[src/rtl/dma_req_pkg.sv]
package dma_req_pkg;
  localparam int unsigned N_TRIG   = 8;
  localparam int unsigned DW       = 32;
  localparam int unsigned STAT_LSB = 16;
  localparam int unsigned MODE_BIT = 30;
  localparam int unsigned SRST_BIT = 31;
  typedef enum logic {MODE_LATCHED = 1'b0, MODE_PULSED = 1'b1} req_mode_e;
endpackage

[src/rtl/dma_req_ctrl.sv]
module dma_req_ctrl
  import dma_req_pkg::*;
(
  input  logic              clk_i,
  input  logic              rst_ni,
  input  logic              wr_en_i,
  input  logic [DW-1:0]     wr_data_i,
  output logic [N_TRIG-1:0] en_o,
  output logic [N_TRIG-1:0] w1c_o,
  output req_mode_e         mode_o,
  output logic              srst_o
);
  logic unused_wr;
  assign unused_wr = ^{wr_data_i[STAT_LSB-1:N_TRIG], wr_data_i[MODE_BIT-1:STAT_LSB+N_TRIG]};

  always_ff @(posedge clk_i or negedge rst_ni) begin
    if (!rst_ni) begin
      en_o   <= '0;
      mode_o <= MODE_LATCHED;
      srst_o <= 1'b0;
    end else begin
      if (wr_en_i) begin
        mode_o <= req_mode_e'(wr_data_i[MODE_BIT]);
        srst_o <= wr_data_i[SRST_BIT];
      end
      if (srst_o)       en_o <= '0;
      else if (wr_en_i) en_o <= wr_data_i[N_TRIG-1:0];
    end
  end

  assign w1c_o = wr_en_i ? wr_data_i[STAT_LSB +: N_TRIG] : '0;

  AST_SRST_EN_CLR: assert property (@(posedge clk_i) disable iff (!rst_ni)
    srst_o |=> (en_o == '0));
endmodule

[src/rtl/dma_req_lane.sv]
module dma_req_lane
  import dma_req_pkg::*;
(
  input  logic      clk_i,
  input  logic      rst_ni,
  input  logic      done_i,
  input  logic      en_i,
  input  logic      w1c_i,
  input  logic      ack_i,
  input  req_mode_e mode_i,
  input  logic      srst_i,
  output logic      status_o,
  output logic      req_o
);
  logic set, status_d, ackd_q, ackd_d, req_d, retire;

  assign set = done_i & en_i & ~srst_i;

  always_comb begin
    status_d = status_o;
    if (srst_i)     status_d = 1'b0;
    else if (set)   status_d = 1'b1;
    else if (w1c_i) status_d = 1'b0;
  end

  always_comb begin
    ackd_d = ackd_q;
    if (srst_i || set)       ackd_d = 1'b0;
    else if (req_o && ack_i) ackd_d = 1'b1;
  end

  // latched mode retires only once ack seen and status cleared
  assign retire = (mode_i == MODE_PULSED) ? ack_i : ((ackd_q | ack_i) & ~status_d);

  always_comb begin
    req_d = req_o;
    if (srst_i)      req_d = 1'b0;
    else if (set)    req_d = 1'b1;
    else if (retire) req_d = 1'b0;
  end

  always_ff @(posedge clk_i or negedge rst_ni) begin
    if (!rst_ni) begin
      status_o <= 1'b0;
      ackd_q   <= 1'b0;
      req_o    <= 1'b0;
    end else begin
      status_o <= status_d;
      ackd_q   <= ackd_d;
      req_o    <= req_d;
    end
  end

  AST_REQ_NEEDS_DONE: assert property (@(posedge clk_i) disable iff (!rst_ni)
    $rose(req_o) |-> $past(done_i && en_i));
  AST_NO_DONE_NO_SET: assert property (@(posedge clk_i) disable iff (!rst_ni)
    (!en_i && !status_o) |=> !status_o);
  AST_SET_WINS: assert property (@(posedge clk_i) disable iff (!rst_ni)
    (done_i && en_i && !srst_i) |=> (status_o && req_o));
  AST_LATCH_HOLD: assert property (@(posedge clk_i) disable iff (!rst_ni)
    (mode_i == MODE_LATCHED && req_o && status_o && !w1c_i && !srst_i) |=> req_o);
  AST_PULSE_ACK: assert property (@(posedge clk_i) disable iff (!rst_ni)
    (mode_i == MODE_PULSED && req_o && ack_i && !(done_i && en_i) && !srst_i) |=> !req_o);
  AST_SRST_CLR: assert property (@(posedge clk_i) disable iff (!rst_ni)
    srst_i |=> (!status_o && !req_o));
endmodule

[src/rtl/dma_req_gen.sv]
module dma_req_gen
  import dma_req_pkg::*;
(
  input  logic              clk_i,
  input  logic              rst_ni,
  input  logic              wr_en_i,
  input  logic [DW-1:0]     wr_data_i,
  output logic [DW-1:0]     rd_data_o,
  input  logic [N_TRIG-1:0] done_i,
  input  logic [N_TRIG-1:0] ack_i,
  output logic [N_TRIG-1:0] dma_req_o
);
  logic [N_TRIG-1:0] en, w1c, status;
  req_mode_e         mode;
  logic              srst;

  dma_req_ctrl u_ctrl (
    .clk_i, .rst_ni, .wr_en_i, .wr_data_i,
    .en_o(en), .w1c_o(w1c), .mode_o(mode), .srst_o(srst)
  );

  for (genvar g = 0; g < N_TRIG; g++) begin : g_lane
    dma_req_lane u_lane (
      .clk_i, .rst_ni,
      .done_i(done_i[g]), .en_i(en[g]), .w1c_i(w1c[g]), .ack_i(ack_i[g]),
      .mode_i(mode), .srst_i(srst),
      .status_o(status[g]), .req_o(dma_req_o[g])
    );
  end

  always_comb begin
    rd_data_o = '0;
    rd_data_o[N_TRIG-1:0]          = en;
    rd_data_o[STAT_LSB +: N_TRIG]  = status;
    rd_data_o[MODE_BIT]            = mode;
    rd_data_o[SRST_BIT]            = srst;
  end

  AST_REQ_IMPLIES_HIST: assert property (@(posedge clk_i) disable iff (!rst_ni)
    (dma_req_o != $past(dma_req_o)) |-> ($past(srst) || $past(done_i != '0) || $past(ack_i != '0) || $past(wr_en_i)));
endmodule

[config.mk]
export PLATFORM = sky130hd
export DESIGN_NAME = dma_req_gen
export DESIGN_NICKNAME = d
export VERILOG_FILES = /design/src/rtl/dma_req_pkg.sv /design/src/rtl/dma_req_ctrl.sv /design/src/rtl/dma_req_lane.sv /design/src/rtl/dma_req_gen.sv
export SDC_FILE = /design/constraint.sdc
export NUM_CORES = 1
export LEC_CHECK = 0
export ABC_AREA = 1
export BUFFER_PORTS_ARGS = -buffer_cell sky130_fd_sc_hd__buf_2
export CAP_MARGIN = 20
export CORE_MARGIN = 2
export CORE_UTILIZATION = 40
export DETAILED_ROUTE_END_ITERATION = 8
export GPL_TIMING_DRIVEN = 0
export HOLD_SLACK_MARGIN = 0.08
export PLACE_DENSITY = 0.86
export SYNTH_ARGS = -nofsm -noshare
export SYNTH_HDL_FRONTEND = slang
export SYNTH_SLANG_ARGS = --single-unit
[constraint.sdc]
create_clock -name clk_i -period 1 [get_ports clk_i]
set_input_delay 0.1 -clock clk_i [delete_from_list [all_inputs] [get_ports clk_i]]
set_output_delay 0.1 -clock clk_i [all_outputs]
set_load 0.02 [all_outputs]
==> reports/metrics.yaml <==
setup_path:
  crit_path_max_fanout: 7
  r2r_start: "u_ctrl.srst_o"
  r2r-end: "g_lane[2].u_lane.req_o"
  critPathCaptureType: "flip-flop"
  ff2ff_setup_slack_ns: -0.16
  rr_worst_depth: 8
  crit_start: "u_ctrl.srst_o"
  crit_type: "reg -> reg"
  arrival_ns: 1.38
  worstPathRequired_ns: 1.23
  cp-start-kind: "flip-flop"
global_routing:
  grt_max_degree: 35
  grt.overflow.total: 0
  grt_first_pass_wirelength_mm: 7.84
  antenna_found_initial: 0
  grtUsageTotal_pct: 19.8
  grt_pass1_vias: 1719
final_layout:
  area_growth_pct: 61.6
  layout_commonest_cell: "nand2_1"
  regArea_um2: 851
  num_antenna_cells: 0
  multi_input_area_um2: 711
  final_nets: 400
  most-common-layout-cells: "nand2_1, buf_6, buf_4"
  fillers: 375
  drive_gt1_share_pct: 41.5
sta:
  rsz0062_at_grt: "yes"
  slew_violations: 0
  period_needed_ns: 1.16
  hold_viol: 0
  fin_crit_sh_pct: 116
  finClkSkew_ns: 0.00676
  fmax_mhz: 865
  setup_violations: 29
  tns_ns: -1.66
  setup_slack_ns: -0.156
logic_synthesis:
  synth_simple_gate_area_share_pct: 26.7
  synth_area_mm2: 0.00184
  synth_compound_area_share_pct: 5.99
  synth_warnings: 0
  ys_seq_elements: 34
  synth_cells: 232
  synthMuxAreaShare_pct: 0
  synth.distinct_cells: 13
  synth_xor_area_share_pct: 0
  synth_top_family_by_area: "simple AND/OR/NAND/NOR gates"
  synth_area_per_cell_um2: 7.93
  ys_seq_area_share_pct: 46.3
  synthAdderAreaFrac_pct: 0
placed_design:
  gp_congestion: 0.855
  numPortBuffers: 62
  dp_hpwl_mm: 3.13
detailed_routing:
  via_count: 1830
  drt-initial-drc-count: 90
  via_per_inst: 4.56
  drc: 0
  wl_per_cell_um: 12.8
  ant_nets: 0
  first_pass_iters: 4
  route.final.wire_length_mm: 5.12
cts:
  tritoncts: "yes"
  cts_buffer_depth: 2
  htree_levels: 2
  cts_sinks: 34
  numCtsBuffers: 5
  clk_latency_ns: 0.29
  clk_pin_slew_ns: 0.07
  cts-root-buf: "clkbuf_8"
floorplan:
  die_h_um: 71.8
  rows: 24
  die_x_um: 71.8
  die_area_mm2: 0.00516
  core_mm2: 0.00438
  initial_core_util_pct: 42.0
  io_pins: 91
hold_path:
  holdPathEnd: "g_lane[4].u_lane.req_o"
  min_path_cells: 3
  hold_path.class: "in -> reg"
  min_from: "done_i[4]"
run_status:
  status: "finished, violations left"
  violations: "setup timing"
power:
  power.density_mw_per_mm2: 1240
  finalPower_mw: 3.69
  p_leak_nw: 1.69
  irDropWorstVdd_uv: 685
job:
  drv_cap: 0
==> per-stage QoR <==
step / util [%] / instance area, um2 / setup WS [ns] / hold WS, ns / cells
after floorplan: - / 1890 / 0.000676 / -0.196 / 245
after global placement: 51.6 / 2260 / -0.206 / 0.208 / 359
final: 67.8 / 2970 / -0.156 / 0.0818 / 401
after global routing: 67.8 / 2970 / -0.241 / 0.0816 / 401
after detailed placement: 51.6 / 2260 / -0.238 / 0.223 / 359
after CTS: 64.7 / 2840 / -0.149 / 0.0839 / 394
==> synth_stat cells (all sizes together) <==
cell type / number / area [um2]
inv: 10 / 37.5
dfrtp: 34 / 851
nand2: 82 / 308
buf: 46 / 345
a21oi: 8 / 40.0
nand3: 24 / 120
conb: 1 / 3.75
a21o: 8 / 60.1
nor2: 17 / 63.8
o21ai: 2 / 10.0
==> worst max-delay path by stage <==
stage	endpoint	slack (ns)	cells past startpoint
finish	g_lane[2].u_lane.req_o	-0.16	8
global route	g_lane[6].u_lane.req_o	-0.24	8
CTS	g_lane[6].u_lane.req_o	-0.15	8
detailed placement	g_lane[2].u_lane.req_o	-0.24	6
global placement	g_lane[2].u_lane.req_o	-0.21	6
floorplan	g_lane[2].u_lane.req_o	0.0007	6
==> final cells by class <==
type | count | share of cell area, %
timing repair buffer | 106 | 29.3
sequential | 34 | 28.6
multi-input combinational | 155 | 23.9
buffer | 37 | 12.0
clock buffer | 7 | 2.57
tap | 52 | 2.19
inverter | 10 | 1.43
==> kinds of logic after synthesis <==
family | after synthesis
and+or+nand+nor | 123
other | 1
buffers and inverters | 56
DFF | 34
AOI/OAI and AO/OA | 18
==> sequential cells by signal (all words and copies together), names as in the netlist <==
signal	cells
g_lane.u_lane.req_o	8
g_lane.u_lane.status_o	8
u_ctrl.mode_o	1
g_lane.u_lane.ackd_q	8
u_ctrl.srst_o	1
u_ctrl.en_o	8
==> critical path: stages, from the launching register on <==
cell       delay (ns)
dfrtp_1          0.43
inv_4            0.13
clkbuf_16        0.17
nand3_1          0.07
nand2_1          0.08
nand2_1          0.05
nand2_1          0.05
nand2_1          0.05
nand2_1          0.05
==> per-layer routing <==
| layer | routed length [um] | share of wire [%] | vias to the layer above | global-route usage (%) |
|---|---|---|---|---|
| li1 | - | - | 912 | - |
| met5 | 0 | 0 | - | 0 |
| met2 | 2770 | 54 | 69 | 36.0 |
| met1 | 1960 | 38 | 843 | 23.1 |
| met4 | 66 | 1.3 | 0 | 6.29 |
| met3 | 327 | 6.4 | 6 | 4.36 |
==> report_power, final <==
part / switching [mW] / leakage (nW) / internal (mW) / total, mW
clock network: 0.474 / 0.0383 / 0.479 / 0.953
logic: 0.557 / 1.19 / 0.625 / 1.18
registers: 0.0773 / 0.457 / 1.47 / 1.55
==> repair_timing <==
item	CTS	global route
endpoints found under the setup margin	45	80
cloned	0	1
pin swaps	2	4
buffers inserted	20	6
hold buffers	17	0
hold endpoints to repair	50	0
resized for setup	75	16
Power figures use the tool's default switching activity.
